===== config.mk =====
export PLATFORM = sky130hd
export DESIGN_NAME = csrchk_top
export DESIGN_NICKNAME = d
export VERILOG_FILES = /design/src/rtl/csrchk_pkg.sv /design/src/rtl/csrchk_exist.sv /design/src/rtl/csrchk_field_rules.sv /design/src/rtl/csrchk_ctr_gate.sv /design/src/rtl/csrchk_top.sv
export SDC_FILE = /design/constraint.sdc
export NUM_CORES = 1
export LEC_CHECK = 0
export ABC_AREA = 1
export BUFFER_PORTS_ARGS = -buffer_cell sky130_fd_sc_hd__buf_2
export CAP_MARGIN = 40
export CORE_MARGIN = 2
export CORE_UTILIZATION = 38
export DETAILED_ROUTE_END_ITERATION = 7
export GPL_ROUTABILITY_DRIVEN = 0
export PLACE_DENSITY = 0.8
export SYNTH_ARGS = -nofsm -noshare
export SYNTH_HDL_FRONTEND = slang
export SYNTH_SLANG_ARGS = --single-unit

===== constraint.sdc =====
create_clock -name clk -period 1.5 [get_ports clk]
set_input_delay 0.3 -clock clk [delete_from_list [all_inputs] [get_ports clk]]
set_output_delay 0.3 -clock clk [all_outputs]
set_load 0.01 [all_outputs]

===== src/rtl/csrchk_pkg.sv =====
package csrchk_pkg;
  typedef enum logic [1:0] {
    PRIV_U = 2'b00,
    PRIV_S = 2'b01,
    PRIV_M = 2'b11
  } priv_e;

  localparam logic [11:0] A_SEED  = 12'h015;
  localparam logic [11:0] A_XLATE = 12'h180;
  localparam logic [6:0]  BLK_MHPMEV  = 7'h19; // 0x320..0x33F
  localparam logic [6:0]  BLK_MCNT    = 7'h58; // 0xB00..0xB1F
  localparam logic [6:0]  BLK_MCNT_HI = 7'h5C; // 0xB80..0xB9F
  localparam logic [6:0]  BLK_UCNT    = 7'h60; // 0xC00..0xC1F
  localparam logic [6:0]  BLK_UCNT_HI = 7'h64; // 0xC80..0xC9F
endpackage


===== src/rtl/csrchk_exist.sv =====
module csrchk_exist #(
  parameter int ADDR_W = 12,
  parameter int PCNT_W = 7
) (
  input  logic [ADDR_W-1:0] addr,
  input  logic              has_s,
  input  logic              has_u,
  input  logic              has_hpm,
  input  logic              x32,
  input  logic [PCNT_W-1:0] pcount,
  output logic              exists
);
  import csrchk_pkg::*;

  localparam int BLK_W = ADDR_W - 5;

  logic [BLK_W-1:0] blk;
  logic [4:0]       slot;
  logic             slot_hi;
  logic [5:0]       paddr_idx;
  logic [3:0]       pcfg_idx;
  logic             in_pcfg, in_paddr;
  logic             pcfg_ok, paddr_ok;
  logic             fixed_hit;

  assign blk     = addr[ADDR_W-1:5];
  assign slot    = addr[4:0];
  assign slot_hi = (slot >= 5'd3);

  assign pcfg_idx  = addr[3:0];
  assign in_pcfg   = (addr[ADDR_W-1:4] == 8'h3A);
  assign in_paddr  = (addr >= 12'h3B0) && (addr <= 12'h3EF);
  assign paddr_idx = 6'(addr[7:0] - 8'hB0);
  assign pcfg_ok   = ({{(PCNT_W-4){1'b0}}, pcfg_idx} < pcount) && (!pcfg_idx[0] || x32);
  assign paddr_ok  = ({{(PCNT_W-6){1'b0}}, paddr_idx} < pcount);

  always_comb begin
    fixed_hit = 1'b0;
    unique case (addr)
      12'hF11, 12'hF12, 12'hF13, 12'hF14, 12'hF15,
      12'h300, 12'h301, 12'h304, 12'h305, 12'h320,
      12'h340, 12'h341, 12'h342, 12'h343, 12'h344,
      12'hB00, 12'hB02, 12'h7A0, A_SEED:
        fixed_hit = 1'b1;
      12'h302, 12'h303,
      12'h100, 12'h104, 12'h105, 12'h106, 12'h10A,
      12'h140, 12'h141, 12'h142, 12'h143, 12'h144, A_XLATE:
        fixed_hit = has_s;
      12'h306, 12'h30A, 12'hC00, 12'hC01, 12'hC02:
        fixed_hit = has_u;
      12'h310, 12'hB80, 12'hB82:
        fixed_hit = x32;
      12'h31A, 12'hC80, 12'hC81, 12'hC82:
        fixed_hit = has_u && x32;
      default:
        fixed_hit = 1'b0;
    endcase
  end

  always_comb begin
    exists = fixed_hit;
    if (in_pcfg)  exists = pcfg_ok;
    if (in_paddr) exists = paddr_ok;
    if (slot_hi) begin
      if (blk == BLK_MHPMEV || blk == BLK_MCNT) exists = has_hpm;
      if (blk == BLK_MCNT_HI)                   exists = has_hpm && x32;
      if (blk == BLK_UCNT)                      exists = has_hpm && has_u;
      if (blk == BLK_UCNT_HI)                   exists = has_hpm && has_u && x32;
    end
  end
endmodule


===== src/rtl/csrchk_field_rules.sv =====
module csrchk_field_rules #(
  parameter int ADDR_W = 12
) (
  input  logic [ADDR_W-1:0] addr,
  input  logic [1:0]        priv,
  input  logic              wr,
  input  logic              tvm,
  output logic              fields_ok,
  output logic              xlate_ok,
  output logic              seed_ok
);
  import csrchk_pkg::*;

  logic ro_field;
  logic [1:0] min_priv;

  assign ro_field  = (addr[ADDR_W-1:ADDR_W-2] == 2'b11);
  assign min_priv  = addr[ADDR_W-3:ADDR_W-4];
  assign fields_ok = !(wr && ro_field) && (priv >= min_priv);

  assign xlate_ok = !((addr == A_XLATE) && (priv == PRIV_S) && tvm);

  always_comb begin
    seed_ok = 1'b1;
    if (addr == A_SEED) seed_ok = wr && (priv == PRIV_M);
  end
endmodule


===== src/rtl/csrchk_ctr_gate.sv =====
module csrchk_ctr_gate #(
  parameter int ADDR_W = 12,
  parameter int CTR_W  = 32
) (
  input  logic [ADDR_W-1:0] addr,
  input  logic [1:0]        priv,
  input  logic [CTR_W-1:0]  men,
  input  logic [CTR_W-1:0]  sen,
  input  logic              has_s,
  output logic              gate_ok
);
  import csrchk_pkg::*;

  localparam int IDX_W = $clog2(CTR_W);

  logic [IDX_W-1:0] idx;
  logic             in_blk, mbit, sbit;

  assign idx    = addr[IDX_W-1:0];
  assign in_blk = (addr[ADDR_W-1:IDX_W] == (ADDR_W-IDX_W)'(BLK_UCNT));
  assign mbit   = men[idx];
  assign sbit   = sen[idx];

  always_comb begin
    gate_ok = 1'b1;
    if (in_blk) begin
      unique case (priv)
        PRIV_M:  gate_ok = 1'b1;
        PRIV_S:  gate_ok = mbit;
        default: gate_ok = mbit && (!has_s || sbit);
      endcase
    end
  end
endmodule


===== src/rtl/csrchk_top.sv =====
module csrchk_top #(
  parameter int ADDR_W = 12,
  parameter int CTR_W  = 32,
  parameter int PCNT_W = 7
) (
  input  logic              clk,
  input  logic              rst,
  input  logic [ADDR_W-1:0] csr_addr,
  input  logic [1:0]        priv,
  input  logic              wr_en,
  input  logic              tvm,
  input  logic [CTR_W-1:0]  mcounten,
  input  logic [CTR_W-1:0]  scounten,
  input  logic              has_smode,
  input  logic              has_umode,
  input  logic              has_hpm,
  input  logic              xlen32,
  input  logic [PCNT_W-1:0] pmp_count,
  output logic              legal_o
);
  import csrchk_pkg::*;

  logic exists, fields_ok, xlate_ok, seed_ok, gate_ok, verdict;

  csrchk_exist #(.ADDR_W(ADDR_W), .PCNT_W(PCNT_W)) u_exist (
    .addr(csr_addr), .has_s(has_smode), .has_u(has_umode), .has_hpm(has_hpm),
    .x32(xlen32), .pcount(pmp_count), .exists(exists)
  );

  csrchk_field_rules #(.ADDR_W(ADDR_W)) u_fields (
    .addr(csr_addr), .priv(priv), .wr(wr_en), .tvm(tvm),
    .fields_ok(fields_ok), .xlate_ok(xlate_ok), .seed_ok(seed_ok)
  );

  csrchk_ctr_gate #(.ADDR_W(ADDR_W), .CTR_W(CTR_W)) u_gate (
    .addr(csr_addr), .priv(priv), .men(mcounten), .sen(scounten),
    .has_s(has_smode), .gate_ok(gate_ok)
  );

  assign verdict = exists && fields_ok && xlate_ok && seed_ok && gate_ok;

  always_ff @(posedge clk) begin
    if (rst) legal_o <= 1'b0;
    else     legal_o <= verdict;
  end

  AST_RESET_LOW: assert property (@(posedge clk) rst |=> !legal_o);
  AST_PRIV_ENC: assert property (@(posedge clk) disable iff (rst)
    priv != 2'b10);
  AST_RO_WRITE: assert property (@(posedge clk) disable iff (rst)
    (wr_en && csr_addr[ADDR_W-1:ADDR_W-2] == 2'b11) |=> !legal_o);
  AST_LOW_PRIV: assert property (@(posedge clk) disable iff (rst)
    (priv < csr_addr[ADDR_W-3:ADDR_W-4]) |=> !legal_o);
  AST_XLATE_TRAP: assert property (@(posedge clk) disable iff (rst)
    (csr_addr == A_XLATE && priv == PRIV_S && tvm) |=> !legal_o);
  AST_CTR_SUPER: assert property (@(posedge clk) disable iff (rst)
    (csr_addr[ADDR_W-1:5] == BLK_UCNT && priv == PRIV_S && !mcounten[csr_addr[4:0]])
    |=> !legal_o);
  AST_SEED_READ: assert property (@(posedge clk) disable iff (rst)
    (csr_addr == A_SEED && !wr_en) |=> !legal_o);
  AST_HIGH_HALF: assert property (@(posedge clk) disable iff (rst)
    (!xlen32 && csr_addr == 12'h310) |=> !legal_o);
endmodule


Word level (Yosys, flattened, before mapping)
Cells that the tools add are included.
{"block": "classes", "addsub": 1, "n_mul": 0, "div": 0, "order_cmp": 7, "n_eq_ne": 53, "shift": 0, "muxes": 15, "n_bitwise": 0, "n_reduce_logical": 28}
{"op": "== test 12 x 10 -> 1 bit, second input constant", "n": 16}
{"op": "== test 12 bit, second input constant", "n": 15}
{"op": "== test 12 x 9 -> 1 bit, second input constant", "n": 11}
{"op": "== test 7 bit, second input constant", "n": 4}
{"op": "OR reduction 19 bit", "n": 1}
{"op": "logical AND 1 bit", "n": 16}
{"op": "OR reduction 13 bit", "n": 1}
{"op": "== test 12 x 11 -> 1 bit, second input constant", "n": 1}
{"op": "== test 12 x 5 -> 1 bit, second input constant", "n": 1}
{"op": "greater-or-equal comparator 12 x 10 -> 1 bit, second input constant", "n": 1}
{"op": "less-or-equal comparator 12 x 10 -> 1 bit, second input constant", "n": 1}
{"op": "two-way mux 1 bit", "n": 11}
{"op": "binary-select mux 1 bit (select 5 bit)", "n": 2}
{"op": "== test 8 x 6 -> 1 bit, second input constant", "n": 1}
{"op": "== test 7 x 5 -> 1 bit, second input constant", "n": 1}
{"op": "< comparator 4 x 7 -> 1 bit", "n": 1}
{"op": "< comparator 6 x 7 -> 1 bit", "n": 1}
{"op": "< comparator 5 x 6 -> 1 bit, second input constant", "n": 1}
{"op": "subtractor 6 bit, second input constant", "n": 1}
{"op": "greater-or-equal comparator 5 x 2 -> 1 bit, second input constant", "n": 1}
{"op": "case mux 1 bit (5 select lines)", "n": 1}
{"op": "OR reduction 5 bit", "n": 1}
{"op": "== test 2 bit, second input constant", "n": 2}
{"op": "logical NOT 1 bit", "n": 4}
{"op": "6 further kinds", "n": 8}
{"block": "totals", "reg_bits": 1, "latchBits": 0, "ram_bits": 0, "rom_bits": 0, "inputBits": 93, "output_inout_bits": 1, "n_memories": 0}

Logic depth before layout (Yosys ltp)
{"block": "depth", "depth_word": 14, "ltp_mapped": 17, "depth_no_buf": 16}

By module
Synthesis repeated with hierarchy kept, for this count alone.
{"block": "unflattened", "hier_cells": 388, "hier_area_um2": 1868.0}
{"mod": "csrchk_exist", "n_inst": 1, "cells_each": 173, "area_each_um2": 833.3}
{"mod": "csrchk_ctr_gate", "n_inst": 1, "cells_each": 166, "area_each_um2": 800.8}
{"mod": "csrchk_field_rules", "n_inst": 1, "cells_each": 41, "area_each_um2": 182.7}
{"mod": "csrchk_top", "n_inst": 1, "cells_each": 8, "area_each_um2": 51.3}

Least setup slack after synthesis
No wires, ideal clock.
{"block": "synth_timing", "path_kind": "input-to-reg", "startpoint": "input port csr_addr[0]", "endpoint": "register legal_o", "setup_time_ns": 0.066, "arrival_time_ns": 1.558, "required_ns": 1.434, "slack_ns": -0.124, "path_stages": 13, "path_cell_list": "clkbuf_2 > nor2_2 > buf_6 > a22oi_1 > nand2_1 > nand2_1 > nand4_1 > nand2_1 > nand2_1 > nand2_1 > a21oi_1 > nand2_1 > a21oi_2"}
{"block": "synth_between", "elab_chain_len": 14}
{"item": "start, declared", "line": "csrchk_top.sv:8", "text": "input logic [ADDR_W-1:0] csr_addr,"}
{"item": "parallel branches: the longest is 13 deep, another holds < comparator 6 x 7 -> 1 bit"}
{"item": "logical AND 1 bit *", "line": "csrchk_top.sv:40", "text": "assign verdict = exists && fields_ok && xlate_ok && seed_ok && gate_ok;"}
{"item": "end signal, assigned", "line": "csrchk_top.sv:44", "text": "else legal_o <= verdict;"}
{"item": "end, declared", "line": "csrchk_top.sv:19", "text": "output logic legal_o"}
Mark *: on every way between the ends. The select of a mux whose other input is x is not followed.
A chain may end at the register's enable or synchronous reset.

Worst setup path in the final report
{"block": "layout_timing", "startpoint": "input port csr_addr[5]", "endpoint": "register legal_o"}
{"block": "layout_between", "elab_chain_len": 14}
{"item": "parallel branches: the longest is 13 deep, another holds < comparator 6 x 7 -> 1 bit"}
{"item": "logical AND 1 bit *", "line": "csrchk_top.sv:40"}
Mark *: on every way between the ends.

==> flow_metrics.py <==
metrics = {
    "drt": {
        "final_antenna_net_count": 0,
        "wl_per_cell_um": 12.4,
        "drc_errors": 0,
        "first_pass_iters": 5,
        "vias_per_cell": 5.24,
        "wl_mm": 5.38,
        "vias": 2271,
        "initialDrtViolationCount": 142,
    },
    "worst_hold_path": {
        "holdCritPathClass": "reg -> out",
        "hold_depth": 1,
    },
    "sta": {
        "hold_violations": 0,
        "max_freq_mhz": 529,
        "setup_ws_ns": -0.389,
        "finalCritPeriodShare_pct": 126,
        "rsz0062_at_grt": "yes",
        "slew_headroom_pct": 78.1,
        "drv_slew": 0,
        "post-route-min-period_ns": 1.89,
        "setup-tns-final_ns": -0.389,
        "tightest_slew_ns": 0.325,
        "finalSetupViolCount": 1,
        "whs_ns": 0.707,
    },
    "run_status": {
        "status": "finished, violations left",
        "violations": "setup timing",
    },
    "finish": {
        "largest_register_ffs": 1,
        "layout_commonest_cell": "buf_2",
        "layout_common_cells": "buf_2 (89), nand2_1 (80), buf_4 (37)",
        "nets": 493,
        "largest-register": "legal_o",
        "drive_above_1_share_pct": 43.2,
        "antenna_cells": 0,
        "largestRegisters": "legal_o x1",
        "synthToLayoutAreaGrowth_pct": 70.3,
    },
    "global_routing": {
        "use_met1_pct": 34.7,
        "grt_util_all_layers_pct": 24.6,
        "met3_usage_pct": 1.06,
        "busiest_layer": "met2",
        "grtUsageMet2_pct": 42.3,
        "grt_pass1_wl_mm": 8.54,
        "grt_overflow": 0,
        "grt_antenna_before_repair": 0,
        "grt_pass1_vias": 2024,
        "grt_max_degree": 18,
    },
    "setup_path": {
        "endpoint": "legal_o",
        "critPathKind": "in -> reg",
        "crit_start": "csr_addr[5]",
        "cp-start-kind": "input pin",
        "endpoint_kind": "flip-flop",
        "worstPathArrival_ns": 1.77,
        "worstPathRequired_ns": 1.38,
        "crit_fanout": 5,
    },
    "power_and_ir_drop": {
        "seq_power_share_pct": 4.9,
        "ir_worst_vdd_mv": 0.131,
        "clockPowerShare_pct": 0,
        "power_leakage_nw": 1.29,
        "power_frac_comb_pct": 95.1,
        "net-switching-power_mw": 0.269,
        "powerDensity_nw_per_um2": 245,
        "p_int_mw": 0.302,
        "swShare_pct": 47.1,
    },
    "die": {
        "io_pins": 94,
        "die_height_um": 64.0,
        "initial_core_util_pct": 40.4,
        "rows": 21,
        "die_w_um": 64.0,
        "die_area_um2": 4100,
        "core_area_um2": 3390,
    },
    "logic_synthesis": {
        "synth.cell_area_um2": 1370,
        "synth_cells": 258,
        "syn_nets": 362,
        "synthAdderAreaFrac_pct": 10.1,
        "synth-warning-count": 0,
        "avgSynthCellArea_um2": 5.31,
        "synth_simple_gate_area_share_pct": 44.2,
        "synth-edff-count": 0,
        "seq_area_frac_synth_pct": 1.46,
        "async_reset_ff_share_pct": 0,
        "synth_mux_area_share_pct": 0,
        "synth-compound-area-share_pct": 29.8,
        "synth_top_family_by_area": "simple AND/OR/NAND/NOR gates",
        "ys_ff_latch": 1,
        "synthFlopType": "dfxtp_1",
        "synth_xor_area_share_pct": 0.640,
        "synth.distinct_cells": 31,
    },
    "placement": {
        "io_buffers": 93,
        "hpwl_mm": 4.32,
    },
    "clock_network": {
        "hold_buffers": 0,
        "path_clk_slew_ns": 0,
    },
    "job": {
        "cap_violations": 0,
    },
}
-- per-layer routing --
metal / wire, µm / vias to the layer above
met2: 2610 / 113
li1: - / 1138
met3: 379 / 25
met1: 2280 / 995
met4: 121 / 0
met5: 0 / -
-- worst max-delay path: stages --
cell	delay (ns)
buf_2	0.11
buf_4	0.16
ha_4	0.17
inv_1	0.07
nor2_2	0.05
nand3_1	0.09
nand3_1	0.08
nor2_1	0.12
nand2_1	0.08
nor2_1	0.08
nand3_1	0.07
nand2_1	0.10
nand2_1	0.06
nand2_1	0.07
nand2_1	0.05
nand2_1	0.07
a21oi_2	0.05
-- synthesized netlist by cell type (2+ instances only) --
| master | instances | share of area [%] |
|---|---|---|
| nand4_1 | 8 | 3.7 |
| o21ai_1 | 2 | 0.73 |
| a21oi_1 | 10 | 3.7 |
| buf_4 | 2 | 1.1 |
| inv_2 | 3 | 0.82 |
| nand2_1 | 84 | 23 |
| o211ai_1 | 2 | 1.1 |
| inv_1 | 36 | 9.9 |
| buf_6 | 2 | 1.6 |
| ha_1 | 11 | 10 |
| nor2_2 | 2 | 0.91 |
| nor3_1 | 4 | 1.5 |
| a22o_2 | 3 | 2.2 |
| a22oi_1 | 25 | 14 |
| nand3_1 | 17 | 6.2 |
| nor2_1 | 23 | 6.3 |
| o21ai_0 | 9 | 3.3 |
| nor2_4 | 2 | 1.6 |
-- cell type report --
cell class	count	area, µm²
fillers	309	1060
inverters	39	153
multi-input cells	213	1250
flip-flops and latches	1	20.0
well taps	46	57.6
repair buffers	134	852
-- worst min-delay path by stage --
stage                startpoint       to  slack, ns
finish                  legal_o  legal_o       0.71
global route            legal_o  legal_o       0.71
CTS                         rst  legal_o       0.70
detailed placement          rst  legal_o       0.70
global placement            rst  legal_o       0.69
floorplan           csr_addr[4]  legal_o       0.52
-- repair_timing --
action	CTS	global route
pin swaps	10	4
buffers inserted	1	0
cloned	0	0
endpoints found under the setup margin	1	1
resized for setup	15	15
-- kinds of logic (layout without fill, tap and decap cells) --
family | Yosys count | after routing
AND/OR/NAND/NOR | 142 | 142
AO/OA/AOI/OAI | 59 | 59
buffers and inverters | 44 | 173
adder cells (fa/ha/maj) | 11 | 11
XOR/XNOR | 1 | 1
flip-flops | 1 | 1
-- power by group through the flow --
stage,sequential [mW],clock (mW),combinational (mW)
6_report,0.0282,0,0.542
5_1_grt,0.0282,0,0.603
4_1_cts,0.0281,0,0.523
3_5_place_dp,0.0281,0,0.506
3_3_place_gp,0.0281,0,0.493
2_1_floorplan,0.0286,0,0.234
-- per-stage QoR --
stage          instances  setup WS (ns)  cell area (µm²)  util (%)  power [mW]
2_1_floorplan        258        -0.0533             1410         -       0.263
3_3_place_gp         432         -0.291             2230      65.7       0.521
3_5_place_dp         432         -0.349             2230      65.7       0.534
4_1_cts              433         -0.287             2290      67.6       0.552
5_1_grt              433         -0.495             2330      68.8       0.631
6_report             433         -0.389             2330      68.8       0.571
No activity file was read; power rests on OpenSTA's default activity.
